**config.mk**
```make
export PLATFORM = sky130hd
export DESIGN_NAME = fpcmp_unit
export DESIGN_NICKNAME = d
export VERILOG_FILES = /design/src/rtl/fpcmp_pkg.sv /design/src/rtl/fpcmp_unpack.sv /design/src/rtl/fpcmp_order.sv /design/src/rtl/fpcmp_sgnj.sv /design/src/rtl/fpcmp_unit.sv
export SDC_FILE = /design/constraint.sdc
export NUM_CORES = 1
export LEC_CHECK = 0
export BUFFER_PORTS_ARGS = -buffer_cell sky130_fd_sc_hd__buf_2
export CAP_MARGIN = 40
export CORE_AREA = 3 3 136 111
export DETAILED_ROUTE_END_ITERATION = 10
export DIE_AREA = 0 0 139 114
export PLACE_DENSITY = 0.79
export SYNTH_ARGS = -nofsm -noshare
export SYNTH_HDL_FRONTEND = slang
export SYNTH_SLANG_ARGS = --single-unit
```
**constraint.sdc**
```tcl
create_clock -name vclk -period 6.9
set_input_delay 1.035 -clock vclk [all_inputs]
set_output_delay 1.035 -clock vclk [all_outputs]
set_load 0.05 [all_outputs]
```
**src/rtl/fpcmp_pkg.sv**
```systemverilog
`timescale 1ns/1ps
// Shared formats, operation codes and the unpacked-operand type for the
// FP compare / min-max / sign-injection unit. Assumes IEEE 754 binary32
// and binary64 layouts, with binary32 NaN-boxed in the upper half.
package fpcmp_pkg;
    localparam int SP_EXP_W = 8;
    localparam int SP_MAN_W = 23;
    localparam int DP_EXP_W = 11;
    localparam int DP_MAN_W = 52;
    localparam int SP_W     = 1 + SP_EXP_W + SP_MAN_W;
    localparam int DP_W     = 1 + DP_EXP_W + DP_MAN_W;
    localparam int FLEN     = DP_W;
    localparam int MAG_W    = DP_W - 1;
    localparam int BOX_W    = FLEN - SP_W;

    localparam logic [SP_W-1:0] SP_QNAN = {1'b0, {SP_EXP_W{1'b1}}, 1'b1, {(SP_MAN_W-1){1'b0}}};
    localparam logic [DP_W-1:0] DP_QNAN = {1'b0, {DP_EXP_W{1'b1}}, 1'b1, {(DP_MAN_W-1){1'b0}}};

    // Codes overlap on purpose: one code drives both result sides.
    localparam logic [2:0] OP_SGNJ  = 3'b000;
    localparam logic [2:0] OP_SGNJN = 3'b001;
    localparam logic [2:0] OP_SGNJX = 3'b010;
    localparam logic [2:0] OP_MOVE  = 3'b011;
    localparam logic [2:0] OP_EQ    = 3'b010;
    localparam logic [2:0] OP_LT    = 3'b001;
    localparam logic [2:0] OP_LE    = 3'b011;
    localparam logic [2:0] OP_MAX   = 3'b101;
    localparam logic [2:0] OP_MIN   = 3'b110;

    typedef enum logic [1:0] {
        SEL_SGNJ   = 2'b00,
        SEL_MOVE   = 2'b01,
        SEL_MINMAX = 2'b10,
        SEL_NONE   = 2'b11
    } fp_sel_e;

    typedef struct packed {
        logic             sign;
        logic [MAG_W-1:0] mag;   // exponent and fraction, zero-extended for single
        logic             nan;
        logic             snan;
        logic             zero;
    } fp_info_t;
endpackage

```
**src/rtl/fpcmp_unpack.sv**
```systemverilog
`timescale 1ns/1ps
// Operand unpacker. It picks the active format, replaces an improperly boxed
// single with the canonical quiet NaN and classifies the value. It assumes
// dbl_i is stable for the operation and needs no clock.
module fpcmp_unpack
    import fpcmp_pkg::*;
(
    input  logic [FLEN-1:0] raw_i,
    input  logic            dbl_i,
    output fp_info_t        info_o,
    output logic [FLEN-1:0] canon_o
);
    // Split the operand in its own format and classify it.
    always_comb begin
        logic [SP_W-1:0] sp;
        logic            exp_ones;
        logic            exp_zero;
        logic            man_nz;
        logic            quiet;
        sp = (&raw_i[FLEN-1:SP_W]) ? raw_i[SP_W-1:0] : SP_QNAN;
        if (dbl_i) begin
            info_o.sign = raw_i[FLEN-1];
            info_o.mag  = raw_i[MAG_W-1:0];
            exp_ones    = &raw_i[FLEN-2 -: DP_EXP_W];
            exp_zero    = ~|raw_i[FLEN-2 -: DP_EXP_W];
            man_nz      = |raw_i[DP_MAN_W-1:0];
            quiet       = raw_i[DP_MAN_W-1];
            canon_o     = raw_i;
        end else begin
            info_o.sign = sp[SP_W-1];
            info_o.mag  = MAG_W'(sp[SP_W-2:0]);
            exp_ones    = &sp[SP_W-2 -: SP_EXP_W];
            exp_zero    = ~|sp[SP_W-2 -: SP_EXP_W];
            man_nz      = |sp[SP_MAN_W-1:0];
            quiet       = sp[SP_MAN_W-1];
            canon_o     = {{BOX_W{1'b1}}, sp};
        end
        info_o.nan  = exp_ones & man_nz;
        info_o.snan = exp_ones & man_nz & ~quiet;
        info_o.zero = exp_zero & ~man_nz;
    end
endmodule

```
**src/rtl/fpcmp_order.sv**
```systemverilog
`timescale 1ns/1ps
// Ordering core. It produces the equal / less-than / less-or-equal compares
// (signed zeros equal) and min / max (-0 below +0) with IEEE NaN rules, plus
// the NaN summaries that the flag logic needs. Inputs come from fpcmp_unpack.
module fpcmp_order
    import fpcmp_pkg::*;
(
    input  fp_info_t        a_i,
    input  fp_info_t        b_i,
    input  logic [FLEN-1:0] a_val_i,
    input  logic [FLEN-1:0] b_val_i,
    input  logic            dbl_i,
    output logic            eq_o,
    output logic            lt_o,
    output logic            le_o,
    output logic [FLEN-1:0] min_o,
    output logic [FLEN-1:0] max_o,
    output logic            any_nan_o,
    output logic            any_snan_o
);
    logic below;      // a strictly before b, -0 before +0
    logic same_bits;
    logic both_zero;
    logic [FLEN-1:0] canon_nan;

    // Sign-magnitude ordering shared by compare and min/max.
    always_comb begin
        if (a_i.sign != b_i.sign) below = a_i.sign;
        else if (a_i.sign)        below = a_i.mag > b_i.mag;
        else                      below = a_i.mag < b_i.mag;
        same_bits  = (a_i.sign == b_i.sign) && (a_i.mag == b_i.mag);
        both_zero  = a_i.zero & b_i.zero;
        any_nan_o  = a_i.nan | b_i.nan;
        any_snan_o = a_i.snan | b_i.snan;
        canon_nan  = dbl_i ? DP_QNAN : {{BOX_W{1'b1}}, SP_QNAN};
    end

    // Quiet/signaling compares: unordered operands give 0.
    always_comb begin
        eq_o = ~any_nan_o & (both_zero | same_bits);
        lt_o = ~any_nan_o & ~both_zero & below;
        le_o = eq_o | lt_o;
    end

    // Min / max selection with NaN substitution.
    always_comb begin
        if (a_i.nan && b_i.nan) begin
            min_o = canon_nan;
            max_o = canon_nan;
        end else if (a_i.nan) begin
            min_o = b_val_i;
            max_o = b_val_i;
        end else if (b_i.nan) begin
            min_o = a_val_i;
            max_o = a_val_i;
        end else begin
            min_o = below ? a_val_i : b_val_i;
            max_o = below ? b_val_i : a_val_i;
        end
    end

    // Local checks on the ordering outputs.
    always_comb begin
        AST_CMP_EXCLUSIVE: assert (!(eq_o && lt_o));
        if (any_nan_o) begin
            AST_NAN_UNORDERED: assert (!le_o);
        end
        if (both_zero && !any_nan_o) begin
            AST_ZERO_EQUAL: assert (eq_o && !lt_o);
        end
        if (!any_nan_o && !same_bits) begin
            AST_MINMAX_SPLIT: assert (min_o != max_o);
        end
    end
endmodule

```
**src/rtl/fpcmp_sgnj.sv**
```systemverilog
`timescale 1ns/1ps
// Sign injection. It returns X's canonical bits with the sign replaced by
// Y's sign, its inverse, or the XOR of both. It assumes x_val_i is already
// NaN-boxed for single precision.
module fpcmp_sgnj
    import fpcmp_pkg::*;
(
    input  logic [FLEN-1:0] x_val_i,
    input  logic            y_sign_i,
    input  logic            dbl_i,
    input  logic [1:0]      mode_i,
    output logic [FLEN-1:0] res_o
);
    logic x_sign;
    logic new_sign;

    // Choose the injected sign.
    always_comb begin
        x_sign = dbl_i ? x_val_i[FLEN-1] : x_val_i[SP_W-1];
        unique case (mode_i)
            2'b00:   new_sign = y_sign_i;
            2'b01:   new_sign = ~y_sign_i;
            2'b10:   new_sign = x_sign ^ y_sign_i;
            default: new_sign = x_sign;
        endcase
    end

    // Place the sign at the active format's sign position.
    always_comb begin
        res_o = x_val_i;
        if (dbl_i) res_o[FLEN-1] = new_sign;
        else       res_o[SP_W-1] = new_sign;
    end

    always_comb begin
        if (dbl_i) begin
            AST_SGNJ_MAG_KEPT: assert (res_o[MAG_W-1:0] == x_val_i[MAG_W-1:0]);
        end else begin
            AST_SGNJ_SP_KEPT: assert (res_o[SP_W-2:0] == x_val_i[SP_W-2:0]
                                      && res_o[FLEN-1:SP_W] == x_val_i[FLEN-1:SP_W]);
        end
    end
endmodule

```
**src/rtl/fpcmp_unit.sv**
```systemverilog
`timescale 1ns/1ps
// Top of the FP compare / min-max / sign-injection unit. It is purely
// combinational. One operation code drives both result sides, and the FP-side
// mux is steered by {op[2], op[1]&op[0]}. It assumes XLEN >= 32.
module fpcmp_unit
    import fpcmp_pkg::*;
#(
    parameter int XLEN = 64
) (
    input  logic [FLEN-1:0] x_i,
    input  logic [FLEN-1:0] y_i,
    input  logic [2:0]      op_i,
    input  logic            dbl_i,
    input  logic [XLEN-1:0] int_src_i,
    output logic [XLEN-1:0] int_res_o,
    output logic [FLEN-1:0] fp_res_o,
    output logic            invalid_o
);
    localparam int NUM_OPS = 2;

    fp_info_t        info [NUM_OPS];
    logic [FLEN-1:0] val  [NUM_OPS];

    for (genvar g = 0; g < NUM_OPS; g++) begin : g_unpack
        fpcmp_unpack u_unpack (
            .raw_i   ((g == 0) ? x_i : y_i),
            .dbl_i   (dbl_i),
            .info_o  (info[g]),
            .canon_o (val[g])
        );
    end

    logic            eq, lt, le, any_nan, any_snan;
    logic [FLEN-1:0] min_v, max_v, sgnj_v, move_v;
    fp_sel_e         sel;
    logic            unlisted;

    fpcmp_order u_order (
        .a_i        (info[0]),
        .b_i        (info[1]),
        .a_val_i    (val[0]),
        .b_val_i    (val[1]),
        .dbl_i      (dbl_i),
        .eq_o       (eq),
        .lt_o       (lt),
        .le_o       (le),
        .min_o      (min_v),
        .max_o      (max_v),
        .any_nan_o  (any_nan),
        .any_snan_o (any_snan)
    );

    fpcmp_sgnj u_sgnj (
        .x_val_i  (val[0]),
        .y_sign_i (info[1].sign),
        .dbl_i    (dbl_i),
        .mode_i   (op_i[1:0]),
        .res_o    (sgnj_v)
    );

    // Raw move of integer bits, NaN-boxed for single.
    always_comb begin
        move_v = dbl_i ? FLEN'(int_src_i) : {{BOX_W{1'b1}}, int_src_i[SP_W-1:0]};
    end

    // FP-side selector and result mux.
    always_comb begin
        sel      = fp_sel_e'({op_i[2], op_i[1] & op_i[0]});
        unlisted = (op_i == 3'b100) || (op_i == 3'b111);
        unique case (sel)
            SEL_SGNJ:   fp_res_o = sgnj_v;
            SEL_MOVE:   fp_res_o = move_v;
            SEL_MINMAX: fp_res_o = unlisted ? '0 : (op_i[0] ? max_v : min_v);
            default:    fp_res_o = '0;
        endcase
    end

    // Integer-side compare result and the invalid flag.
    always_comb begin
        int_res_o = '0;
        invalid_o = 1'b0;
        unique case (op_i)
            OP_EQ: begin int_res_o[0] = eq; invalid_o = any_snan; end
            OP_LT: begin int_res_o[0] = lt; invalid_o = any_nan;  end
            OP_LE: begin int_res_o[0] = le; invalid_o = any_nan;  end
            OP_MIN, OP_MAX: invalid_o = any_snan;
            default: ;
        endcase
    end

    always_comb begin
        AST_INT_NARROW: assert (int_res_o[XLEN-1:1] == '0);
        if (!dbl_i && !unlisted) begin
            AST_SP_BOXED: assert (&fp_res_o[FLEN-1:SP_W]);
        end
        if (unlisted) begin
            AST_UNLISTED_SILENT: assert (fp_res_o == '0 && int_res_o == '0 && !invalid_o);
        end
        if (op_i == OP_MOVE && dbl_i) begin
            AST_MOVE_BITS: assert (fp_res_o == FLEN'(int_src_i));
        end
    end
endmodule

```
# --- Yosys cells after proc, flatten, opt, wreduce, memory -nomap -nowiden ---
# Index checks and enable logic that the tools add are counted.
totals:
  in_bits: 196
  register_bits: 0
classes:
  reduce_logical: 25
  eq_ne: 14
  muxes: 35
  bitwise: 23
  n_lt_le_gt_ge: 2
op_table:
  columns: ["operator", "count"]
  rows:
  - ["64-bit two-way mux", 16]
  - ["64-bit case mux with 3 select lines", 1]
  - ["52-bit OR reduction", 2]
  - ["32-bit two-way mux", 2]
  - ["32-bit AND reduction", 2]
  - ["63-bit == test", 1]
  - ["63-bit greater-than comparator", 1]
  - ["63-bit < comparator", 1]
  - ["23-bit OR reduction", 2]
  - ["11-bit AND reduction", 2]
  - ["11-bit OR reduction", 2]
  - ["8-bit AND reduction", 2]
  - ["8-bit OR reduction", 2]
  - ["1-bit two-way mux", 13]
  - ["3-bit == test (second input constant)", 4]
  - ["1-bit bitwise AND", 11]
  - ["1-bit NOT", 7]
  - ["3-bit by 2-bit == test with 1-bit output (second input constant)", 2]
  - ["1-bit case mux with 3 select lines", 2]
  - ["2-bit by 1-bit == test with 1-bit output (second input constant)", 2]
  - ["2-bit == test (second input constant)", 2]
  - ["1-bit zero test", 4]
  - ["2-bit zero test", 2]
  - ["1-bit bitwise OR", 4]
  - ["other kinds (9)", 10]

# --- Logic depth before layout (Yosys ltp) ---
# Gate-level depths: netlist of run 1.
depth:
  depth_word: 13
  depth_mapped: 23
  ltp_nobuf: 17

# --- Hierarchy ---
# A second synthesis of run 1 with hierarchy kept.
hier_totals:
  hier_cells: 1473
  area_unflattened_um2: 10151.0
modules_own_cells:
  columns: ["mod", "area_each_um2", "seq_area_each_um2", "cells_per_inst", "n_inst"]
  rows:
  - ["fpcmp_order", 3938.8, 0.0, 564, 1]
  - ["fpcmp_unit", 3184.3, 0.0, 449, 1]
  - ["fpcmp_unpack", 1237.4, 0.0, 193, 2]
  - ["fpcmp_sgnj", 553.0, 0.0, 74, 1]

# --- Worst setup path after synthesis of run 1 ---
# Ideal clock, no wire load.
synth_path:
  kind: "input to output"
  from: "input dbl_i"
  to: "output fp_res_o[27]"
  n_path_buf: 7
  slack_ps: -672
  t_required_ps: 5865
  stages: 20
  t_arrival_ps: 6537
  path_cell_list: "clkbuf_1 clkbuf_1 clkbuf_1 clkbuf_1 clkbuf_1 buf_1 nand2_1 ha_1 and3_1 nand2_1 nor4_1 nand3_1 or3_1 o41a_1 o21ai_1 nor3_4 nor3_4 clkbuf_1 o31ai_1 o21ai_0"
synth_via:
  elab_chain_len: 11
synth_rtl:
  columns: ["item", "line_no", "text"]
  rows:
  - ["start: declaration", "fpcmp_unit.sv:13", "input logic dbl_i,"]
  - ["64-bit two-way mux", "fpcmp_unpack.sv:21", "if (dbl_i) begin"]
  - ["63-bit < comparator or 63-bit greater-than comparator (tied branches)", "fpcmp_order.sv:30, fpcmp_order.sv:29", null]
  - ["1-bit two-way mux", "fpcmp_order.sv:29", "else if (a_i.sign) below = a_i.mag > b_i.mag;"]
  - ["1-bit two-way mux", "fpcmp_order.sv:28", "if (a_i.sign != b_i.sign) below = a_i.sign;"]
  - ["64-bit two-way mux, on equally long branches", "fpcmp_order.sv:57, fpcmp_order.sv:58", null]
  - ["64-bit two-way mux", "fpcmp_order.sv:53", "end else if (b_i.nan) begin"]
  - ["64-bit two-way mux", "fpcmp_order.sv:50", "end else if (a_i.nan) begin"]
  - ["64-bit two-way mux", "fpcmp_order.sv:47", "if (a_i.nan && b_i.nan) begin"]
  - ["64-bit two-way mux (2 in a row)", "fpcmp_unit.sv:73", "SEL_MINMAX: fp_res_o = unlisted ? '0 : (op_i[0] ? max_v : min_v);"]
  - ["64-bit case mux with 3 select lines (*)", "fpcmp_unit.sv:70", "unique case (sel)"]
  - ["end: declaration", "fpcmp_unit.sv:16", "output logic [FLEN-1:0] fp_res_o,"]
# Every way passes the cells marked *; elsewhere a longest branch is shown, timed or not.

# --- Worst setup path in the final report of run 1 ---
layout_path:
  from: "input y_i[59]"
  to: "output fp_res_o[32]"
layout_via:
  elab_chain_len: 13
layout_rtl:
  columns: ["item", "line_no", "text"]
  rows:
  - ["start: declaration", "fpcmp_unit.sv:11", "input logic [FLEN-1:0] y_i,"]
  - ["32-bit AND reduction", "fpcmp_unpack.sv:20", "sp = (&raw_i[FLEN-1:SP_W]) ? raw_i[SP_W-1:0] : SP_QNAN;"]
  - ["32-bit two-way mux", "fpcmp_unpack.sv:20", null]
  - ["64-bit two-way mux", "fpcmp_unpack.sv:21", null]
  - ["63-bit < comparator or 63-bit greater-than comparator (tied branches)", "fpcmp_order.sv:30, fpcmp_order.sv:29", null]
  - ["1-bit two-way mux", "fpcmp_order.sv:29", null]
  - ["1-bit two-way mux", "fpcmp_order.sv:28", null]
  - ["64-bit two-way mux, on equally long branches", "fpcmp_order.sv:57, fpcmp_order.sv:58", null]
  - ["64-bit two-way mux", "fpcmp_order.sv:53", null]
  - ["64-bit two-way mux", "fpcmp_order.sv:50", null]
  - ["64-bit two-way mux", "fpcmp_order.sv:47", null]
  - ["64-bit two-way mux (*) (2 in a row)", "fpcmp_unit.sv:73", null]
  - ["64-bit case mux with 3 select lines (*)", "fpcmp_unit.sv:70", null]
# Marks and branches as above.

==> results of run 1 <==
[cell usage in the layout, fill, tap and decap left out, types with 30 or more instances in the layout]
master / count
nand2_1: 196
and2_1: 58
nor4_1: 32
conb_1: 63
nand4_1: 30
nor2_1: 38
a21oi_1: 71
buf_2: 258
ha_1: 58
o21ai_0: 35
[cells by family (layout without fill, tap and decap cells)]
kind of cell,after synthesis,after routing
multiplexers,4,4
XOR/XNOR,3,3
AO/OA/AOI/OAI,287,287
buffers and inverters,142,306
other,1,63
AND/OR/NAND/NOR,457,457
adder cells (fa/ha/maj),60,60
[worst max path at each step]
stage / cells past startpoint / to / from
6_report: 20 / fp_res_o[32] / y_i[59]
5_1_grt: 21 / fp_res_o[34] / x_i[38]
4_1_cts: 20 / fp_res_o[18] / y_i[59]
3_5_place_dp: 20 / fp_res_o[7] / y_i[59]
3_3_place_gp: 19 / fp_res_o[12] / y_i[59]
2_1_floorplan: 20 / fp_res_o[0] / dbl_i
[power by group through the flow]
stage	sequential (uW)	clock (uW)	combinational [uW]
after floorplan	0	0	561
after global placement	0	0	744
after detailed placement	0	0	753
after CTS	0	0	756
after global routing	0	0	829
final	0	0	776
[stage by stage]
step | cell area (um2) | total power, uW | setup slack [ns]
2_1_floorplan | 6370 | 561 | 0.0311
3_3_place_gp | 7420 | 744 | 0.0162
3_5_place_dp | 7460 | 753 | 0.0389
4_1_cts | 7460 | 756 | 0.0113
5_1_grt | 7570 | 829 | 0.00284
6_report | 7570 | 776 | 0.266
[area by class of cell]
| cell class | instances | share of cell area [%] |
|---|---|---|
| Inverter | 11 | 0.545 |
| Tap cell | 180 | 2.97 |
| Timing Repair Buffer | 295 | 21.7 |
| Multi-Input combinational cell | 874 | 74.7 |
[what timing repair did]
item | 4_1_cts | 5_1_grt
resized for setup | 0 | 17
setup buffers | 0 | 2
setup endpoints to repair | 0 | 61
[routing by layer]
metal  vias up  share of wire (%)  GRT usage, %
met1      3860                 44          44.9
li1       3902                  -             -
met3        40                 10          4.99
met5         -              0.099             0
met4         4                1.7          5.61
met2       524                 43          45.0
==> impl_metrics.tcl, run 1 <==
set metrics [dict create \
    relSlewSlack_pct 40.3 \
    irDropWorstVdd_v 0.0000785 \
    cp_max_fo 23 \
    setup_viol 0 \
    grt_pass1_vias 7409 \
    gp_congestion 1.02 \
    final_util_pct 55.3 \
    wl_per_cell_um 19.2 \
    hold_end "fp_res_o[0]" \
    ff_latch_area_um2 0 \
    num_rows 38 \
    worstPathCellList "buf_2 -> nand4_1 -> nor4_4 -> a21o_2 -> buf_4 -> nand2_1 -> ha_1 -> nor2b_1 -> o21ai_0 -> a211o_1 -> o21ai_1 -> o21bai_1 -> o32a_1 -> mux2_4 -> or4_1 -> nand3_1 -> buf_6 -> o221ai_1 -> o21ai_0 -> clkbuf_4" \
    worstHoldPathType "in -> out" \
    die_h_um 114 \
    dp_hpwl_um 21100 \
    crit_family "compound AO/OA/AOI/OAI gates" \
    final_cells 1360 \
    drive_gt1_share_pct 32.7 \
    worst_ep_arrival_time_ns 5.60 \
    synth.avg_cell_area_um2 6.19 \
    grt.overflow.total 0 \
    clockBufferCount 0 \
    grt_max_degree 69 \
    grt_first_pass_wirelength_um 39800 \
    multiInputGateArea_um2 5660 \
    yosys.area.top_type_share_pct 12.5 \
    start_util_pct 43.1 \
    syn-instance-count 954 \
    hp-start "y_i[0]" \
    fill_cells 1384 \
    dieArea_um2 15800 \
    drtIter0Drc 987 \
    p_int_uw 235 \
    cp-end-kind "output pin" \
    cp.required_ns 5.86 \
    path_buf_inv 4 \
    synth_top_family_by_area "simple AND/OR/NAND/NOR gates" \
    placedCellCount 1358 \
    vias_per_cell 6.13 \
    yosys.area_share.adder_pct 12.6 \
    hold_ws_ns 2.55 \
    rsz0062_at_grt "true" \
    synth_xor_area_share_pct 0.445 \
    io_buffers 262 \
    seq_area_frac_synth_pct 0 \
    drt_pass1_iterations 6 \
    diodes 0 \
    crit_type "in -> out" \
    yosys.area_share.simple_pct 39.6 \
    antenna_left 0 \
    switching_power_uw 542 \
    die_x_um 139 \
    whs_path_depth 3 \
    flops_and_latches 0 \
    yosysMostFrequentCell "nand2_1" \
    final_max_slew_viol_count 0 \
    drv_cap 0 \
    io_pins 325 \
    power.leakage_uw 0.00357 \
    max_freq_mhz 151 \
    nets 1436 \
    tightestPinTransition_ns 0.892 \
    cpMostUsedCell "o21ai_0" \
    final.period_utilization_pct 96.1 \
    cp_slowest_cell "nor4_4" \
    synthMuxAreaShare_pct 0.763 \
    yosysWarnings 0 \
    track_usage_pct 29.9 \
    syn_area_um2 5910 \
    synth_compound_area_share_pct 32.9 \
    vias 8330 \
    switching_share_pct 69.8 \
    p_clk_share_pct 0 \
    synth_cell_types 76 \
    p_per_area_nw_per_um2 102 \
    drc_errors 0 \
    pwr-share-seq_pct 0 \
    max_stage_delay_ns 0.47 \
    wirelength_um 26200 \
    timing_hold_violations_final 0 \
    antenna_found_initial 2 \
    status "complete, no violations" \
    ys_top_cells_by_area "nand2_1, ha_1, buf_4" \
    hold_buffers 0 \
    tns_ns 0 \
    combPwrFrac_pct 100.0 \
    cp-start-kind "input pin" \
    core_um2 13700 \
    netlist.top_cell.by_area "nand2_1" \
    fin_crit_ns 6.63 \
    synthTopCellsByCount "nand2_1, a21oi_1, buf_4" \
    area_growth_pct 28.3 \
]
Power figures use the tool's default switching activity.
==> run 2, diff against run 1 <==
--- a/config.mk
+++ b/config.mk
@@ -7,10 +7,11 @@
 export LEC_CHECK = 0
 export BUFFER_PORTS_ARGS = -buffer_cell sky130_fd_sc_hd__buf_2
 export CAP_MARGIN = 40
-export CORE_AREA = 3 3 136 111
+export CORE_AREA = 3 3 126 128
 export DETAILED_ROUTE_END_ITERATION = 10
-export DIE_AREA = 0 0 139 114
-export PLACE_DENSITY = 0.79
+export DIE_AREA = 0 0 129 131
+export MAX_ROUTING_LAYER = met4
+export PLACE_DENSITY = 0.71
 export SYNTH_ARGS = -nofsm -noshare
 export SYNTH_HDL_FRONTEND = slang
 export SYNTH_SLANG_ARGS = --single-unit
==> constraint.sdc (replaced) <==
create_clock -name vclk -period 6.24
set_input_delay 0.936 -clock vclk [all_inputs]
set_output_delay 0.936 -clock vclk [all_outputs]
set_load 0.05 [all_outputs]
==> impl_metrics.tcl, run 2 (synthesis results as in run 1) <==
set metrics [dict create \
    status "complete, no violations" \
    flops_and_latches 0 \
    drv_cap 0 \
    grt.overflow.total 0 \
    placedCellCount 1417 \
    num_rows 45 \
    clockBufferCount 0 \
    max_stage_delay_ns 0.48 \
    cp.required_ns 5.30 \
    power.leakage_uw 0.00405 \
    final_cell_mix "buf_2, nand2_1, buf_4" \
    final.period_utilization_pct 98.8 \
    nets 1500 \
    drtIter0Drc 650 \
    timing_hold_violations_final 0 \
    vias 8711 \
    hold_ws_ns 2.27 \
    worstHoldPathType "in -> out" \
    start_util_pct 39.4 \
    cp-start-kind "input pin" \
    drive_gt1_share_pct 39.1 \
    cp_max_fo 8 \
    die_h_um 131 \
    ff_latch_area_um2 0 \
    fin_crit_ns 6.17 \
    fill_cells 1456 \
    startpoint "x_i[44]" \
    grt_pass1_vias 7786 \
    antenna_left 0 \
    dp_hpwl_um 21800 \
    vias_per_cell 6.08 \
    final_max_slew_viol_count 0 \
    irDropWorstVdd_v 0.0000706 \
    place_area_um2 7890 \
    final_cells 1433 \
    rsz0062_at_grt "true" \
    final_common_cell "buf_2" \
    path_buf_inv 5 \
    wl_per_cell_um 20.0 \
    tightestPinTransition_ns 0.964 \
    multiInputGateArea_um2 5850 \
    core_um2 15000 \
    gp_congestion 1.01 \
    max_freq_mhz 162 \
    drt_pass1_iterations 7 \
    final_area_um2 8700 \
    drc_errors 0 \
    crit_family "simple AND/OR/NAND/NOR gates" \
    cpMostUsedCell "buf_4" \
    io_buffers 262 \
    worstPathCellList "buf_4 -> nand4_1 -> nor4_2 -> a21o_2 -> buf_12 -> and2_1 -> ha_1 -> a21oi_2 -> o21ai_1 -> a211o_1 -> a31oi_1 -> nand2_1 -> buf_4 -> nor4_4 -> mux2_4 -> nor3_4 -> or3_4 -> a311oi_2 -> buf_4 -> a21oi_4 -> buf_4" \
    setup_viol 0 \
    track_usage_pct 30.6 \
    dieArea_um2 16900 \
    tns_ns 0 \
    final_util_pct 58.1 \
    area_growth_pct 47.2 \
    worst_ep_arrival_time_ns 5.23 \
    crit_type "in -> out" \
    relSlewSlack_pct 35.5 \
    antenna_found_initial 1 \
    hp-start "y_i[20]" \
    grt_max_degree 41 \
    grt_first_pass_wirelength_um 40900 \
    cp_slowest_cell "or3_4" \
    cp-end-kind "output pin" \
    p_per_area_nw_per_um2 114 \
    die_x_um 129 \
    wirelength_um 28700 \
    io_pins 325 \
]
[run 2: changes by cell type in the layout (fill, tap and decap cells not counted), sizes merged]
cell	before	now
buf	294	352
clkbuf	1	7
diode	0	1
[run 2: through the flow]
step	setup slack (ns)	total power, uW
global placement	-0.0819	864
finish	0.0749	993
detailed placement	-0.164	869
floorplan	0.0141	622
global route	-0.0976	1050
CTS	0.000747	882
[run 2: worst paths after layout]
kind	endpoint	slack, ns	cells past startpoint
min	fp_res_o[20]	2.27	3
max	fp_res_o[55]	0.07	21
[run 2: final cells by class]
| type | instances | area share, % |
|---|---|---|
| Antenna cell | 1 | 0.0288 |
| Tap cell | 188 | 2.71 |
| Multi-Input combinational cell | 874 | 67.2 |
| Timing Repair Buffer | 359 | 29.6 |
| Inverter | 11 | 0.475 |
[run 2: metal layers]
layer  track usage [%]  up-vias  wire length (um)
met1              38.3     4028             11300
met2              52.2      560             13800
li1                  -     4036                 -
met4              9.20        0              1050
met3              2.97       87              2590
met5                 -        -                 0
[run 2: repair_timing]
| action | CTS | global route |
|---|---|---|
| buffers inserted | 3 | 6 |
| cloned | 0 | 6 |
| hold buffers | 0 | 0 |
| pin swaps | 5 | 23 |
| hold endpoints to repair | 0 | 0 |
| setup endpoints to repair | 55 | 65 |
| gates resized for setup | 20 | 196 |
[run 2: worst min-delay path, stage by stage]
cell     delay, ns
buf_2         0.10
a221o_2       0.15
buf_6         0.15
[run 2: where the power goes]
part / switching, uW / internal, uW
Combinational: 641 / 353
Sequential: 0 / 0
Clock: 0 / 0.0000214
Total: 641 / 353
